===== src/rtl/pcp_pkg.sv =====
package pcp_pkg;

  typedef enum logic [1:0] {
    MODE_SELF   = 2'b00,
    MODE_FOLLOW = 2'b01,
    MODE_LOCK   = 2'b10,
    MODE_ALT    = 2'b11
  } pcp_mode_e;

  function automatic logic mode_is_self(input logic [1:0] m);
    return (m == MODE_SELF) || (m == MODE_ALT);
  endfunction

endpackage


===== src/rtl/pcp_ctl_reg.sv =====
module pcp_ctl_reg
  import pcp_pkg::*;
(
  input  logic       clk,
  input  logic       rst,
  input  logic       we,
  input  logic [1:0] wr_mode,
  input  logic       wr_run,
  output logic [1:0] mode_q,
  output logic       run_q
);

  logic [1:0] mode_r = 2'b00;
  logic       run_r  = 1'b0;

  // the mode survives the hardware reset, so it carries no reset term
  always_ff @(posedge clk) begin
    if (we) mode_r <= wr_mode;
  end

  always_ff @(posedge clk) begin
    if (rst)     run_r <= 1'b0;
    else if (we) run_r <= wr_run;
  end

  assign mode_q = mode_r;
  assign run_q  = run_r;

  p_run_cleared_r11: assert property (@(posedge clk) rst |=> !run_r)
    else $error("run bit not cleared by reset");
  p_mode_kept_r11: assert property (@(posedge clk) (rst && !we) |=> $stable(mode_r))
    else $error("mode changed across reset");

endmodule


===== src/rtl/pcp_phase_gen.sv =====
module pcp_phase_gen
  import pcp_pkg::*;
(
  input  logic       clk,
  input  logic       rst,
  input  logic [1:0] mode,
  input  logic       vhsync,
  input  logic       ghsync,
  output logic       pck_en
);

  logic vh_d = 1'b0;
  logic gh_d = 1'b0;
  logic pck_q;
  logic vh_rise, gh_rise, align;

  always_ff @(posedge clk) begin
    vh_d <= vhsync;
    gh_d <= ghsync;
  end

  assign vh_rise = vhsync & ~vh_d;
  assign gh_rise = ghsync & ~gh_d;
  assign align   = ((mode == MODE_FOLLOW) && vh_rise) ||
                   ((mode == MODE_LOCK)   && gh_rise);

  always_ff @(posedge clk) begin
    if (rst)        pck_q <= 1'b0;
    else if (align) pck_q <= 1'b1;
    else            pck_q <= ~pck_q;
  end

  assign pck_en = pck_q;

  p_alternate_r1: assert property (@(posedge clk) disable iff (rst)
    !align |=> (pck_q != $past(pck_q)))
    else $error("enable did not alternate");
  p_reset_low_r2: assert property (@(posedge clk) rst |=> !pck_q)
    else $error("enable high after reset edge");
  p_self_start_r3: assert property (@(posedge clk) disable iff (rst)
    ($past(rst) && mode_is_self(mode)) |=> pck_q)
    else $error("self-timed phase not set by release");
  p_follow_align_r4: assert property (@(posedge clk) disable iff (rst)
    ((mode == MODE_FOLLOW) && vhsync && !vh_d) |=> pck_q)
    else $error("follower phase not aligned");
  p_lock_align_r5: assert property (@(posedge clk) disable iff (rst)
    ((mode == MODE_LOCK) && ghsync && !gh_d) |=> pck_q)
    else $error("locked phase not aligned");

endmodule


===== src/rtl/pcp_sync_gen.sv =====
module pcp_sync_gen #(
  parameter int LINE_PCKS   = 858,
  parameter int HS_PCKS     = 64,
  parameter int FRAME_LINES = 525,
  parameter int VS_LINES    = 3
) (
  input  logic clk,
  input  logic rst,
  input  logic self_mode,
  input  logic pck_en,
  output logic hsync,
  output logic vsync
);

  localparam int CNT_W = (LINE_PCKS > 1) ? $clog2(LINE_PCKS) : 1;
  localparam int LN_W  = (FRAME_LINES > 1) ? $clog2(FRAME_LINES) : 1;
  localparam logic [CNT_W-1:0] CNT_LAST = CNT_W'(LINE_PCKS - 1);
  localparam logic [LN_W-1:0]  LN_LAST  = LN_W'(FRAME_LINES - 1);
  localparam logic [CNT_W-1:0] HS_END   = CNT_W'(HS_PCKS);
  localparam logic [LN_W-1:0]  VS_END   = LN_W'(VS_LINES);

  logic [CNT_W-1:0] pix_cnt;
  logic [LN_W-1:0]  line_cnt;
  logic             hs_q, vs_q;

  always_ff @(posedge clk) begin
    if (rst || !self_mode) begin
      pix_cnt  <= '0;
      line_cnt <= '0;
      hs_q     <= 1'b0;
      vs_q     <= 1'b0;
    end else if (pck_en) begin
      hs_q <= (pix_cnt < HS_END);
      vs_q <= (line_cnt < VS_END);
      if (pix_cnt == CNT_LAST) begin
        pix_cnt  <= '0;
        line_cnt <= (line_cnt == LN_LAST) ? '0 : line_cnt + 1'b1;
      end else begin
        pix_cnt <= pix_cnt + 1'b1;
      end
    end
  end

  assign hsync = hs_q;
  assign vsync = vs_q;

  p_pck_edge_only_r6: assert property (@(posedge clk) disable iff (rst)
    (self_mode && !pck_en) |=> ($stable(hs_q) && $stable(vs_q)))
    else $error("sync moved off a pixel clock edge");
  p_quiet_other_r7: assert property (@(posedge clk) disable iff (rst)
    !self_mode |=> (!hs_q && !vs_q))
    else $error("sync active outside self-timed mode");
  p_sync_reset_r2: assert property (@(posedge clk) rst |=> (!hs_q && !vs_q))
    else $error("sync high after reset edge");

endmodule


===== src/rtl/pcp_pix_cap.sv =====
module pcp_pix_cap #(
  parameter int LANES  = 3,
  parameter int LANE_W = 8,
  localparam int PIX_W = LANES * LANE_W
) (
  input  logic             clk,
  input  logic             rst,
  input  logic             run,
  input  logic             pck_en,
  input  logic             ldv,
  input  logic [PIX_W-1:0] pix_in,
  output logic [PIX_W-1:0] pix_out,
  output logic             pix_vld
);

  logic             ldv_d = 1'b0;
  logic             ldv_rise;
  logic             pend_q;
  logic             xfer;
  logic [PIX_W-1:0] cap_word;
  logic [PIX_W-1:0] out_q;
  logic             vld_q;

  always_ff @(posedge clk) ldv_d <= ldv;
  assign ldv_rise = ldv & ~ldv_d;
  assign xfer     = pck_en & pend_q;

  for (genvar k = 0; k < LANES; k++) begin : g_lane
    logic [LANE_W-1:0] lane_q = '0;
    always_ff @(posedge clk) begin
      if (ldv_rise) lane_q <= pix_in[k*LANE_W +: LANE_W];
    end
    assign cap_word[k*LANE_W +: LANE_W] = lane_q;
  end

  always_ff @(posedge clk) begin
    if (rst) pend_q <= 1'b0;
    else     pend_q <= ldv_rise | (pend_q & ~pck_en);
  end

  always_ff @(posedge clk) begin
    if (rst || !run) begin
      out_q <= '0;
      vld_q <= 1'b0;
    end else if (xfer) begin
      out_q <= cap_word;
      vld_q <= 1'b1;
    end else begin
      vld_q <= 1'b0;
    end
  end

  assign pix_out = out_q;
  assign pix_vld = vld_q;

  p_zero_when_idle_r10: assert property (@(posedge clk) disable iff (rst)
    !run |=> ((out_q == '0) && !vld_q))
    else $error("pixel not zero while run bit low");
  p_vld_on_pck_r9: assert property (@(posedge clk) disable iff (rst)
    vld_q |-> $past(pck_en))
    else $error("pixel handed over off a pixel clock edge");
  p_hold_r9: assert property (@(posedge clk) disable iff (rst)
    (run && !pck_en) |=> $stable(out_q))
    else $error("pixel output changed without transfer");
  p_pix_reset_r2: assert property (@(posedge clk) rst |=> ((out_q == '0) && !vld_q))
    else $error("pixel output not cleared by reset");

endmodule


===== src/rtl/pixclk_phase_ctrl.sv =====
module pixclk_phase_ctrl
  import pcp_pkg::*;
#(
  parameter int LANES       = 3,
  parameter int LANE_W      = 8,
  parameter int LINE_PCKS   = 858,
  parameter int HS_PCKS     = 64,
  parameter int FRAME_LINES = 525,
  parameter int VS_LINES    = 3,
  localparam int PIX_W      = LANES * LANE_W
) (
  input  logic             clk,
  input  logic             rst,
  input  logic             ctl_we,
  input  logic [1:0]       ctl_mode,
  input  logic             ctl_run,
  input  logic             vhsync_in,
  input  logic             ghsync_in,
  input  logic             ldv,
  input  logic [PIX_W-1:0] pix_in,
  output logic             pck_en,
  output logic [PIX_W-1:0] pix_out,
  output logic             pix_vld,
  output logic             srst_bit,
  output logic             hsync_out,
  output logic             vsync_out
);

  logic [1:0] mode_q;
  logic       run_q;
  logic       pck_q;

  pcp_ctl_reg u_ctl (
    .clk     (clk),
    .rst     (rst),
    .we      (ctl_we),
    .wr_mode (ctl_mode),
    .wr_run  (ctl_run),
    .mode_q  (mode_q),
    .run_q   (run_q)
  );

  pcp_phase_gen u_phase (
    .clk    (clk),
    .rst    (rst),
    .mode   (mode_q),
    .vhsync (vhsync_in),
    .ghsync (ghsync_in),
    .pck_en (pck_q)
  );

  pcp_sync_gen #(
    .LINE_PCKS   (LINE_PCKS),
    .HS_PCKS     (HS_PCKS),
    .FRAME_LINES (FRAME_LINES),
    .VS_LINES    (VS_LINES)
  ) u_sync (
    .clk       (clk),
    .rst       (rst),
    .self_mode (mode_is_self(mode_q)),
    .pck_en    (pck_q),
    .hsync     (hsync_out),
    .vsync     (vsync_out)
  );

  pcp_pix_cap #(
    .LANES  (LANES),
    .LANE_W (LANE_W)
  ) u_pix (
    .clk     (clk),
    .rst     (rst),
    .run     (run_q),
    .pck_en  (pck_q),
    .ldv     (ldv),
    .pix_in  (pix_in),
    .pix_out (pix_out),
    .pix_vld (pix_vld)
  );

  assign pck_en   = pck_q;
  assign srst_bit = run_q;

endmodule


===== config.mk =====
export PLATFORM = sky130hd
export DESIGN_NAME = pixclk_phase_ctrl
export DESIGN_NICKNAME = d
export VERILOG_FILES = /design/src/rtl/pcp_pkg.sv /design/src/rtl/pcp_ctl_reg.sv /design/src/rtl/pcp_phase_gen.sv /design/src/rtl/pcp_sync_gen.sv /design/src/rtl/pcp_pix_cap.sv /design/src/rtl/pixclk_phase_ctrl.sv
export SDC_FILE = /design/constraint.sdc
export NUM_CORES = 1
export LEC_CHECK = 0
export BUFFER_PORTS_ARGS = -buffer_cell sky130_fd_sc_hd__buf_2
export CAP_MARGIN = 20
export CORE_MARGIN = 2
export CORE_UTILIZATION = 30
export DETAILED_ROUTE_END_ITERATION = 8
export PLACE_DENSITY_LB_ADDON = 0.08
export SYNTH_ARGS = -nofsm -noshare
export SYNTH_HDL_FRONTEND = slang
export SYNTH_SLANG_ARGS = --single-unit

===== constraint.sdc =====
create_clock -name clk -period 4.7 [get_ports clk]
set_clock_uncertainty 0.2 [all_clocks]
set_input_delay 0.47 -clock clk [delete_from_list [all_inputs] [get_ports clk]]
set_output_delay 0.47 -clock clk [all_outputs]
set_load 0.005 [all_outputs]

Yosys cells after proc, flatten, opt, wreduce, memory -nomap -nowiden

Index checks and enable logic that the tools add are counted.

Register bits: 79
Bits of input ports: 33
Output and inout bits: 29
Logic and storage cells: 49

Add/sub/neg operators: 2
Magnitude comparators: 2
Eq/ne operators: 5
Mux-type cells: 4
Bitwise gates (word level): 10
Reductions and logical operators: 10

Operators by type and width:

| kind                    | count |
|---|---|
| $add A10 B1 Y10 const B | 2 |
| $eq A10 B10 Y1 const B  | 2 |
| $mux W10                | 2 |
| $lt A10 B2 Y1 const B   | 1 |
| $lt A10 B7 Y1 const B   | 1 |
| $and A1 B1 Y1           | 5 |
| $eq A2 B2 Y1 const B    | 2 |
| $logic_or A1 B1 Y1      | 4 |
| $not A1 Y1              | 4 |
| $eq A2 B1 Y1 const B    | 1 |
| $logic_and A1 B1 Y1     | 2 |
| $logic_not A1 Y1        | 2 |
| $logic_not A2 Y1        | 1 |
| $mux W1                 | 2 |
| $reduce_and A2 Y1       | 1 |
| $or A1 B1 Y1            | 1 |

Logic depth before layout (Yosys ltp)

Gate-level depths: netlist of run 1.

Depth in word-level cells: 5
Depth in mapped cells: 7
Mapped depth without buffers: 6

Hierarchy

From an unflattened synthesis of run 1, not the netlist that was laid out.

Cell total of the unflattened synthesis: 280
Area total of the unflattened synthesis: 3214.3 µm²

Modules (own cells, without submodules):

| module            | times used | cells an instance | area an instance (µm²) |
|---|---|---|---|
| pcp_pix_cap       | 1          | 143               | 1888.1 |
| pcp_sync_gen      | 1          | 125               | 1134.8 |
| pcp_ctl_reg       | 1          | 5                 | 93.8 |
| pcp_phase_gen     | 1          | 6                 | 88.8 |
| pixclk_phase_ctrl | 1          | 1                 | 8.8 |

Least setup slack after synthesis of run 1

Ideal clock, no wire load.

Kind: in2reg
From: input ldv
To: register u_pix.g_lane[0].lane_q[0] (enable)
Setup time: 0.409 ns
Arrival time: 1.607 ns
Data required time: 4.091 ns
Slack: 2.484 ns
Stages: 1
Path buffers: 0
Cells stage by stage: nor2b_1

Word-level cells in the longest chain between the ends: 1

Ends and longest elaborated chain:

| element              | line                    | source |
|---|---|---|
| start, declared      | pixclk_phase_ctrl.sv:19 | `input logic ldv,` |
| $and A1 B1 Y1        | pcp_pix_cap.sv:25       | `assign ldv_rise = ldv & ~ldv_d;` |
| end signal, assigned | pcp_pix_cap.sv:31       | `if (ldv_rise) lane_q <= pix_in[k*LANE_W +: LANE_W];` |
| end, declared        | pcp_pix_cap.sv:29       | `logic [LANE_W-1:0] lane_q = '0;` |

No other way between the ends.
A chain may end at the register's enable or synchronous reset.

Final worst setup path of run 1

From: register u_sync.pix_cnt[2]
To: register u_sync.line_cnt[9]

Word-level cells in the longest chain between the ends: 2

Ends and longest elaborated chain:

| element                            | line               | source |
|---|---|---|
| start, declared                    | pcp_sync_gen.sv:22 | `logic [CNT_W-1:0] pix_cnt;` |
| start signal, assigned             | pcp_sync_gen.sv:39 | `pix_cnt <= pix_cnt + 1'b1;` |
| $eq A10 B10 Y1                     | pcp_sync_gen.sv:35 | `if (pix_cnt == CNT_LAST) begin` |
| $reduce_and A2 Y1 (no source line) | n/a                |  |
| end signal, assigned               | pcp_sync_gen.sv:37 | `line_cnt <= (line_cnt == LN_LAST) ? '0 : line_cnt + 1'b1;` |
| end, declared                      | pcp_sync_gen.sv:23 | `logic [LN_W-1:0] line_cnt;` |

No other way between the ends.

==> results by stage, run 1 <==
Routing:
- In this run the remaining antenna-violating nets after routing total 0.
- The detailed router finished its first iteration with 56 violations.
- The number of remaining DRC errors is 0.
- Dividing the detail-routed wire length by the instance count gives between 10 and 15 um.
- The mean number of vias per cell is about 4.5.
- The final route contains 2129 vias.
- The wire length reported by the detailed router is a little over 6 mm.
- The number of iterations in the first detailed-routing pass is 4.

Final layout:
- The number of antenna diodes in the final layout is 0.
- The filler cells instantiated in the layout total between 900 and 1000.
- In the final layout, flip-flops and latches occupy approximately 1800 um^2.
- Summing all multi-input logic gate instances after layout gives 991.0 um^2.
- The area growth from synthesis to layout is 23.04%.
- The net count of the finished layout is about 380.
- The post-route netlist has between 20% and 30% of its cells at a drive strength greater than 1.
- The final instance area is between 3000 and 4000 um^2.

Worst setup path:
- The first element of the critical path is u_sync.pix_cnt[2].
- The largest driver fanout on the critical path is 12.
- Across all register-to-register paths, the minimum setup slack is between 2000 and 2500 ps.
- Data arrives at the worst endpoint at 2380 ps.
- Traced cell by cell, the critical path runs through or4b_4 -> or3_4 -> or4_1 -> a21oi_1.
- The number of buffer and inverter instances along the worst setup path is 0.
- The depth of the worst register-to-register path is 4.
- The required time of the critical path is 4780 ps.
- The worst register-to-register path begins at u_sync.pix_cnt[2].
- The critical path's top delay family is simple AND/OR/NAND/NOR gates.
- The endpoint identified for the worst register-to-register timing path is u_sync.line_cnt[9].
- STA classifies the critical path endpoint as a flip-flop.
- The biggest cell delay along the critical path is between 500 and 600 ps.
- The type of element launching the critical path is a flip-flop.
- The worst setup path is of the reg2reg kind.
- The master of the slowest instance on the critical path is or4b_4.

Clock tree:
- The number of resized instances in the post-cts repair step is 0.
- CTS saw just under 80 sinks.
- The register clock-pin slew on the reported worst setup and hold paths is approximately 90 ps.
- The clock network latency to the later pin of the worst-skew pair is about 350 ps.
- The largest buffer count on any clock path is 2.
- The number of buffers inserted during clock tree synthesis is 9.
- The H-tree was split into 3 levels.
- After clock tree synthesis, the setup repair step added 0 buffers.
- The tree is rooted in a clkbuf_8.
- The clock tree from TritonCTS is yes.

Synthesis:
- The number of enable-type register cells in the synthesized netlist is 26.
- The number of storage elements in the synthesis netlist is 79.
- The synthesized netlist net count is around 320.
- Synthesis instantiated 35 different standard cells from the library.
- Counting flops with an async set or reset pin after synthesis yields a share of 0%.
- The count of warnings emitted by yosys is 0.
- The average cell area after synthesis is 10.49 um^2.
- The most used flip-flop cell after synthesis is dfxtp_1.
- The post-synth design cell area is 2905 um^2.
- The share of the Yosys chip area taken by registers is 63.39%.
- The synthesized instance count is 277.

GRT:
- After global routing the overflow that remains totals 0.
- The number of antenna violations at the first check in global routing is 0.
- The pin count of the biggest net entering global routing is 26.
- The via count of the first global-routing pass is between 2000 and 2500.
- The wire length of the first global-routing pass is 10.05 mm.
- Global routing used 12.63% of the available tracks across all layers.

Outcome:
- The flow ran to the end, and the final reports show no timing, DRC or antenna violations.

STA:
- Setup violations remaining at the end of the flow were counted as 0.
- The number of pins with negative max-slew slack in the final report is 0.
- Of the available clock period, the critical path in the final layout requires between 40% and 50%.
- The final hold violation count was 0.
- The time the final worst path needs with I/O delays and setup is 2306 ps.
- Static timing analysis puts the maximum clock frequency at between 400 and 500 MHz.
- For the final routed database, the setup TNS stands at 0 ps.
- The pin slew with the least headroom to its limit is between 900 and 1000 ps.
- Setup repair after global routing left no endpoint under its margin.
- Headroom to the max-slew limit came out at 36.78%.

Placed design:
- In this run the tool buffered the top-level ports with 61 buffer cells.
- In this run the cell area measured after placement is around 3300 um^2.
- At the end of routability-driven placement, the weighted congestion stood at 0.7442.
- Once detailed placement completed, the half-perimeter wirelength came to between 3 and 4 mm.

Flow run:
- The reported max-cap violation count is 0.

Die:
- The starting utilization of the core area is a little under a third.
- The initialized floorplan defines 35 standard-cell rows.
- The placeable core region is between 9000 and 10000 um^2.
- In this run the horizontal extent of the chip is 102.4 um.
- The height of the die is a little over 100 um.
- Pin placement for this block handled between 60 and 70 I/O pins.
- The die outline area is approximately 10000 um^2.

Hold path:
- The type of the worst min-delay path is in2reg.
- In this run the most critical hold path is launched from ghsync_in.
- The worst hold path terminates at u_phase.gh_d.
- Along the worst hold path, the cell count comes to 1.

Power and ir drop:
- The cell leakage power is about 0.0013 uW.
- The largest vdd supply drop is between 0.15 and 0.2 mV.
- The total power density per cell area is roughly 360 nW/um^2.
cell families after synthesis:
group	count (synthesis)	synth area share, %
DFF	79	63.39
muxes	3	1.077
AOI/OAI and AO/OA	45	8.484
adders and majority gates	6	2.584
and+or+nand+nor	115	18.86
xor gates and xnor gates	10	3.015
buffers and inverters	19	2.584
where the power goes:
part / leakage, uW / internal, uW / switching (uW) / total (uW)
clock: 0.000101 / 253 / 262 / 514
combinational: 0.000561 / 24.5 / 34.5 / 59.0
sequential: 0.000674 / 722 / 9.26 / 731
final cells by class:
cell class | instances | area share, %
timing repair buffer | 65 | 9.660
clock buffer | 9 | 3.465
clock inverter | 7 | 2.275
inverter | 8 | 0.8400
multi-input combinational | 179 | 27.72
tap | 129 | 4.515
sequential | 79 | 51.52
layer usage:
| metal | vias to the layer above | share of wire, % | GRT usage, % |
|---|---|---|---|
| met5 | - | 0 | 0 |
| li1 | 1094 | - | - |
| met4 | 0 | 1.1 | 3.385 |
| met3 | 5 | 5.7 | 4.651 |
| met1 | 981 | 48 | 16.92 |
| met2 | 49 | 45 | 19.33 |
state kept, by name, indices dropped and copies added (netlist names):
register             count
u_pix.g_lane.lane_q     24
u_sync.pix_cnt          10
u_phase.pck_en           1
u_phase.vh_d             1
u_sync.line_cnt         10
u_pix.pend_q             1
u_pix.pix_vld            1
u_sync.vsync             1
u_sync.hsync             1
u_phase.gh_d             1
u_ctl.run_q              1
u_ctl.mode_q             2
u_pix.ldv_d              1
u_pix.pix_out           24
cell usage in the layout (no fill, tap or decap), types with 7 or more instances in the layout:
| cell | n |
|---|---|
| clkbuf_8 | 9 |
| a21oi_1 | 31 |
| nor2_1 | 18 |
| edfxtp_1 | 26 |
| inv_1 | 8 |
| buf_2 | 61 |
| nand3_1 | 7 |
| dfxtp_1 | 53 |
| nand2_1 | 56 |
worst max path at each step:
| stage | depth (start not counted) | endpoint |
|---|---|---|
| 2_1_floorplan | 1 | u_pix.g_lane[0].lane_q[0] |
| 3_3_place_gp | 4 | u_sync.line_cnt[7] |
| 3_5_place_dp | 4 | u_sync.line_cnt[9] |
| 4_1_cts | 4 | u_sync.line_cnt[9] |
| 5_1_grt | 4 | u_sync.line_cnt[9] |
| 6_report | 4 | u_sync.line_cnt[9] |
timing repair:
action | in CTS | in global routing
setup endpoints to repair | 0 | 0
hold buffers | 0 | 1
hold endpoints to repair | 0 | 1
through the flow:
stage	cells	hold slack [ps]	setup WS, ps	util (%)	total power, uW
after detailed placement	458	244.2	2404	35.86	806.0
after CTS	474	3.593	2380	38.06	1331
final	476	41.98	2394	38.32	1304
after floorplan	277	252.7	2484	-	775.0
after global placement	458	238.9	2428	35.86	805.9
after global routing	476	24.12	2212	38.32	1373
synthesized netlist by cell type (all sizes together), types with 2 or more instances:
library cell,count,area (um^2)
nand2,56,210.2
dfxtp,53,1061
a21oi,31,155.2
edfxtp,26,780.8
nor2,18,67.56
clkbuf,9,33.78
inv,8,30.03
nand3,7,35.03
ha,6,75.07
o21ai,6,30.02
or3,6,42.54
xor2,6,52.55
nand4,5,31.28
nor4,5,31.28
o31ai,4,30.03
xnor2,4,35.03
and3,3,18.77
or4,3,22.52
and2,2,12.51
and4,2,17.52
buf,2,11.26
mux2i,2,20.02
nand2b,2,12.51
nand3b,2,15.01
nor2b,2,12.51
No activity file was read; power rests on OpenSTA's default activity.
==> run 2, diff against run 1 <==
Clock period 4.7 ns to 1.95 ns, I/O delays scaled along.
==> results by stage, run 2 (synthesis results as in run 1) <==
STA:
- For the finished layout, the period the worst path requires is 2111 ps.
- The pin slew with the least headroom to its limit is between 300 and 400 ps.
- The final hold violation count was 0.
- The worst path setup slack after routing is -161.2 ps.
- The number of pins with negative max-slew slack in the final report came to 0.
- The worst path uses 108.3% of the clock period.
- Setup repair after global routing could not meet its margin everywhere.
- The worst pin sits at a relative slew slack of around three quarters.
- The count of endpoints failing setup in the final report is 8.
- The worst hold slack is about 250 ps.
- Derived from the worst setup path, the maximum achievable clock frequency is 473.7 MHz.

Worst setup path:
- The data arrival time at the worst-slack endpoint is around 2200 ps.
- Along the worst path, the maximum fanout reaches 7.
- STA classifies the critical path startpoint as a flip-flop.
- The endpoint kind of the worst setup timing path is a flip-flop.
- The biggest cell delay along the critical path is about 520 ps.
- By startpoint and endpoint, the worst setup path is classified as reg2reg.
- The largest individual stage delay along the critical path comes from the cell or4b_4.
- Data on the critical path is required at its endpoint by ~2000 ps.
- The signal on the critical path passes through or4b_4 -> or3_4 -> or4_1 -> a21oi_1.

Flow run:
- Max-cap violations in this run came to 0.

Final layout:
- Leaving out fill and tap cells, the most frequent cells in the layout are buf_2 (61), nand2_1 (56), dfxtp_1 (52).
- The layout cell share with drive strength beyond 1 is between 20% and 30%.
- The count of inserted antenna diode cells is 0.
- The net count of the finished layout is between 400 and 500.
- The finished layout holds approximately 540 standard cells, fillers aside.
- The most frequent standard cell in the layout excluding fill and tap cells is buf_2.
- From synthesis to final layout, the design area changed by 42.89%.

Routing:
- The via total after detailed routing is between 2000 and 2500.
- The routed design has between 6 and 7 mm of wire.
- For this block, the initial DRC count from the detailed router was 42.
- The routed length per placed instance is approximately 12 um.
- The mean number of vias per cell is 4.382.
- The pre-antenna-repair detailed-routing pass consisted of 4 iterations.
- For this run, design rule violations remaining after detail routing come to 0.
- The remaining antenna violation count after routing is 0.

GRT:
- The via count of the first global-routing pass is 2243.
- The wire length of the first global-routing pass is between 10 and 15 mm.
- The global-route usage over all layers is a little over an eighth.
- The sum of overflow across all layers after global routing is 0.
- The number of antenna violations at the first check in global routing came to 0.
- The pin count of the biggest net entering global routing is 26.

Die:
- The die outline area is approximately 10000 um^2.
- The initial utilization of the core area, before any placement, comes to 31.15%.
- The floorplan die width is 102.4 um.
- The core region is roughly 9300 um^2.
- The number of core rows is 35.
- The number of I/O pins is 62.
- Measured along the y axis, the die boundary spans approximately 100 um.

Placed design:
- The cell total after placement is ~490.
- In this run the tool buffered the top-level ports with between 60 and 70 buffer cells.
- Timing analysis after detailed placement gives a worst setup slack of -216.6 ps.
- The post-DP HPWL is ~4.2 mm.
- The final weighted congestion of routability-driven global placement is between 0.7 and 0.8.

Clock tree:
- The master cell of the clock root buffer is clkbuf_8.
- The register clock-pin slew on the reported worst setup and hold paths is ~90 ps.
- The clock passes through at most 2 buffers.
- The number of buffers inserted during clock tree synthesis is 9.
- The clock network latency to the later pin of the worst-skew pair is between 300 and 400 ps.
- TritonCTS built the clock tree.
- The clock tree synthesis step divided the H-tree into 3 levels.
- The clock drives 79 sinks.

Power and ir drop:
- IR analysis of the VDD net gives a maximum drop of 0.3629 mV.
- The cell leakage power is approximately 0.0016 uW.
- For this design the ratio of total power to cell area is between 700 and 800 nW/um^2.

Outcome:
- The run finished, with violations left.
- The final reports fail on setup timing.

Hold path:
- The type of the worst min-delay path is reg2reg.
==> run 2: changes by cell type in the layout (fill, tap and decap cells not counted), sizes merged <==
cell         before  now
buf              64   93
bufinv            1    0
clkbuf            9   10
clkinv            3    2
clkinvlp          1    2
dlygate4sd3       1   32
==> run 2: layout make-up <==
type	count	area, um^2
clock buffers	10	137.6
clock inverters	6	52.55
inverters	8	30.03
well taps	129	161.4
multi-input cells	179	1050
fillers	911	5176
repair buffers	125	877.1
flip-flops and latches	79	1843
==> run 2: critical path: cells and delay by family (launching register included) <==
kind | cells | cell delay, ps
AOI/OAI and AO/OA | 1 | 130
DFF | 1 | 320
and+or+nand+nor | 3 | 1390
==> run 2: worst paths after layout <==
check,slack (ps),cells after the start,from,endpoint
setup reg to reg,-160,4,u_sync.pix_cnt[5],u_sync.line_cnt[7]
hold / removal,250,2,u_pix.pix_out[6],u_pix.pix_out[6]
setup / recovery,-160,4,u_sync.pix_cnt[5],u_sync.line_cnt[7]
hold reg to reg,250,2,u_pix.pix_out[6],u_pix.pix_out[6]
==> run 2: per-layer routing <==
layer	part of all wire, %	up-vias	GRT usage (%)
met3	3.9	6	3.830
li1	-	1210	-
met4	1.0	0	4.923
met2	48	40	20.90
met1	47	1093	16.73
met5	0	-	0
==> run 2: timing repair <==
action,in CTS,in global routing
gates resized for setup,6,9
buffers inserted,2,0
endpoints found under the setup margin,10,10
pin swaps,3,3
hold buffers,32,0
hold endpoints to repair,34,0
==> run 2: through the flow <==
stage | power [uW] | setup TNS, ps | util [%] | instance area, um^2
3_5_place_dp | 1971 | -1370 | 38.12 | 3556
2_1_floorplan | 1868 | -946.9 | - | 2913
5_1_grt | 3313 | -1441 | 44.51 | 4151
3_3_place_gp | 1969 | -1273 | 38.12 | 3556
4_1_cts | 3205 | -935.5 | 43.98 | 4103
6_report | 3149 | -861.7 | 44.51 | 4151
==> run 2: report_power, final <==
| part | switching (uW) | total [uW] | leakage [uW] | internal [uW] |
|---|---|---|---|---|
| Clock | 646 | 1160 | 0.0000910 | 515 |
| Sequential | 13.4 | 1750 | 0.000674 | 1740 |
| Combinational | 109 | 235 | 0.000855 | 126 |
==> run 3, diff against run 2 <==
Clock period 1.95 ns to 2.05 ns, I/O delays scaled along.
==> results by stage, run 3 (synthesis results as in run 1) <==
Die:
- The die is a little over 100 um tall.
- The die covers ~10000 um^2.
- The core region is ~9300 um^2.
- From left edge to right edge, the die measures 102.4 um.
- The initialized floorplan defines 35 standard-cell rows.
- The starting utilization of the core area is 31.15%.
- The number of I/O pins is between 60 and 70.

STA:
- Setup violations remaining at the end of the flow were counted as 5.
- The final hold violation count was 0.
- After layout, the worst path uses 105.0% of the clock period.
- The highest clock rate is 464.5 MHz.
- The pin slew with the least headroom to its limit is 394.0 ps.
- Setup repair after global routing could not meet its margin everywhere.
- Across all setup checks in the final design, the least slack found is -102.9 ps.
- The time the final worst path needs with I/O delays and setup is roughly 2200 ps.
- The number of pins with negative max-slew slack in the final report came to 0.
- The relative slew slack is between 70% and 80%.

GRT:
- The first global-routing pass estimated a little over 10 mm of wire.
- The via count of the first global-routing pass is 2193.
- The pin count of the biggest net entering global routing is 26.
- Global routing used about an eighth of the available tracks across all layers.
- The total overflow left after global routing is 0.
- The number of antenna violations at the first check in global routing is 0.

Routing:
- The wire length reported by the detailed router is between 6 and 7 mm.
- After detailed routing, the average wire length per cell comes to around 12 um.
- The number of remaining DRC errors is 0.
- The first detailed-routing pass took 4 iterations.
- The routed layout has approximately 2300 vias.
- After the first detailed-routing iteration, the DRC count stood at 51.
- Dividing the detail-routed via count by the number of cells gives roughly 4.3.
- In this run the remaining antenna-violating nets after routing total 0.

Power and ir drop:
- In this run the static leakage power is around 0.0016 uW.
- The total power density per cell area is about 750 nW/um^2.
- The clock network burns roughly two fifths of the power.
- The post-route total power is roughly 3100 uW.
- The worst-case IR drop observed on VDD is 0.4300 mV.
- Combinational logic is responsible for ~6.9% of the overall power.
- Internal power comes to about 2400 uW.
- The part of the power in registers is between 50% and 60%.
- The switching share of power is between 20% and 30%.
- For this design the total switching power over the nets is between 700 and 800 uW.

Hold path:
- Along the worst hold path, the cell count comes to 2.
- The worst hold path begins at u_pix.pix_out[4].
- The endpoint of the worst hold-timing path is u_pix.pix_out[4].
- The tightest min-delay check is of the reg2reg type.

Worst setup path:
- In this run the worst path has a maximum fanout of 5.
- The type of element launching the critical path is a flip-flop.
- The slowest stage of the critical path belongs to the cell or4b_4.
- The biggest cell delay along the critical path is 530 ps.
- For the worst setup path, the data required time is approximately 2100 ps.
- The reg-to-reg setup timing slack is -100 ps.
- In this run the critical register-to-register path is captured at u_sync.line_cnt[9].
- For the worst flop-to-flop path, the logic depth is 4.
- The path type of the worst setup path is reg2reg.
- The signal on the critical path passes through or4b_4 -> or3_4 -> or4_1 -> a21oi_2.
- In this run the critical register-to-register path is launched from u_sync.pix_cnt[5].
- The data arrival time at the worst-slack endpoint is around 2200 ps.
- STA classifies the critical path endpoint as a flip-flop.

Outcome:
- The run finished, with violations left.
- The final reports fail on setup timing.

Final layout:
- The finished layout holds 530 standard cells, fillers aside.
- Leaving out fill and tap cells, the most frequent cell in the layout is buf_2.
- After the last flow step, the layout net total stands at around 440.
- For this run, the share of the core covered by cells in the final layout is between 40% and 50%.
- Of the cells placed in the final design, the portion with a size suffix greater than 1 is ~30%.
- The number of antenna diodes in the final layout is 0.
- The synthesis-to-finish area growth is 42.33%.
- The library cells used most frequently in the layout, excluding fill and tap cells, are buf_2 (61), nand2_1 (56), dfxtp_1 (51).

Clock tree:
- Post-CTS timing repair inserted 0 buffers for setup.
- In this run the clock root is driven by a clkbuf_8.
- The largest buffer count on any clock path is 2.
- The clock network latency to the later pin of the worst-skew pair is 340 ps.
- The count of clock tree sinks is between 70 and 80.
- The clock tree from TritonCTS is yes.
- The number of buffers inserted during clock tree synthesis is 9.
- Clock-pin slew was measured on the worst setup and hold paths at 90 ps.
- The deepest level of the CTS H-tree is 3.

Placed design:
- The final weighted congestion of routability-driven global placement is ~0.77.
- In this run, placement finished with an instance count of between 400 and 500.
- The count of port buffers added during placement is 61.
- Timing analysis after detailed placement gives a worst setup slack of -86.16 ps.
- The HPWL after detailed placement is 4.254 mm.

Flow run:
- Max-cap violations in this run came to 0.
## run 3: how the worst max path moves through the flow
stage | start | endpoint | cells past startpoint
finish | u_sync.pix_cnt[5] | u_sync.line_cnt[9] | 4
global route | u_sync.pix_cnt[5] | u_sync.line_cnt[9] | 4
CTS | u_sync.pix_cnt[5] | u_sync.line_cnt[9] | 4
detailed placement | u_sync.pix_cnt[5] | u_sync.line_cnt[9] | 4
global placement | u_sync.pix_cnt[5] | u_sync.line_cnt[7] | 4
floorplan | u_sync.pix_cnt[5] | u_sync.line_cnt[9] | 4
## run 3: through the flow
stage	TNS, ps	hold WS, ps	area [um^2]
finish	-296.5	253.7	4135
CTS	-297.5	257.9	4095
detailed placement	-441.0	124.6	3518
global placement	-397.0	123.0	3518
floorplan	-246.9	32.72	2910
global route	-629.4	270.2	4135
## run 3: area by class of cell
class | count | area [um^2]
sequential | 79 | 1844
timing repair buffer | 119 | 834.6
multi-input combinational | 179 | 1052
inverter | 8 | 30.03
clock buffer | 10 | 137.6
fill | 929 | 5192
clock inverter | 6 | 75.07
tap | 129 | 161.4
## run 3: what timing repair did
action / 4_1_cts / 5_1_grt
hold endpoints to repair: 34 / 0
pin swaps: 2 / 2
hold buffers: 33 / 0
gates resized for setup: 7 / 11
endpoints found under the setup margin: 9 / 9
## run 3: metal layers
layer / GRT usage (%) / share of wire, % / vias up
li1: - / - / 1203
met1: 16.25 / 46 / 1039
met2: 20.85 / 48 / 56
met3: 2.736 / 4.4 / 5
met4: 5.846 / 1.1 / 0
met5: 0 / 0 / -
## run 3: power by group through the flow
stage / clock network (uW) / registers (uW) / logic (uW)
after CTS: 1270 / 1670 / 213
final: 1230 / 1670 / 214
after floorplan: 0 / 1710 / 70.5
after global placement: 0 / 1710 / 157
after detailed placement: 0 / 1710 / 158
after global routing: 1350 / 1670 / 237
## run 3: critical path: cells and delay by family, from the launching register on
kind | cells | cell delay [ps]
simple gates | 3 | 1440
flops | 1 | 320
compound gates | 1 | 130
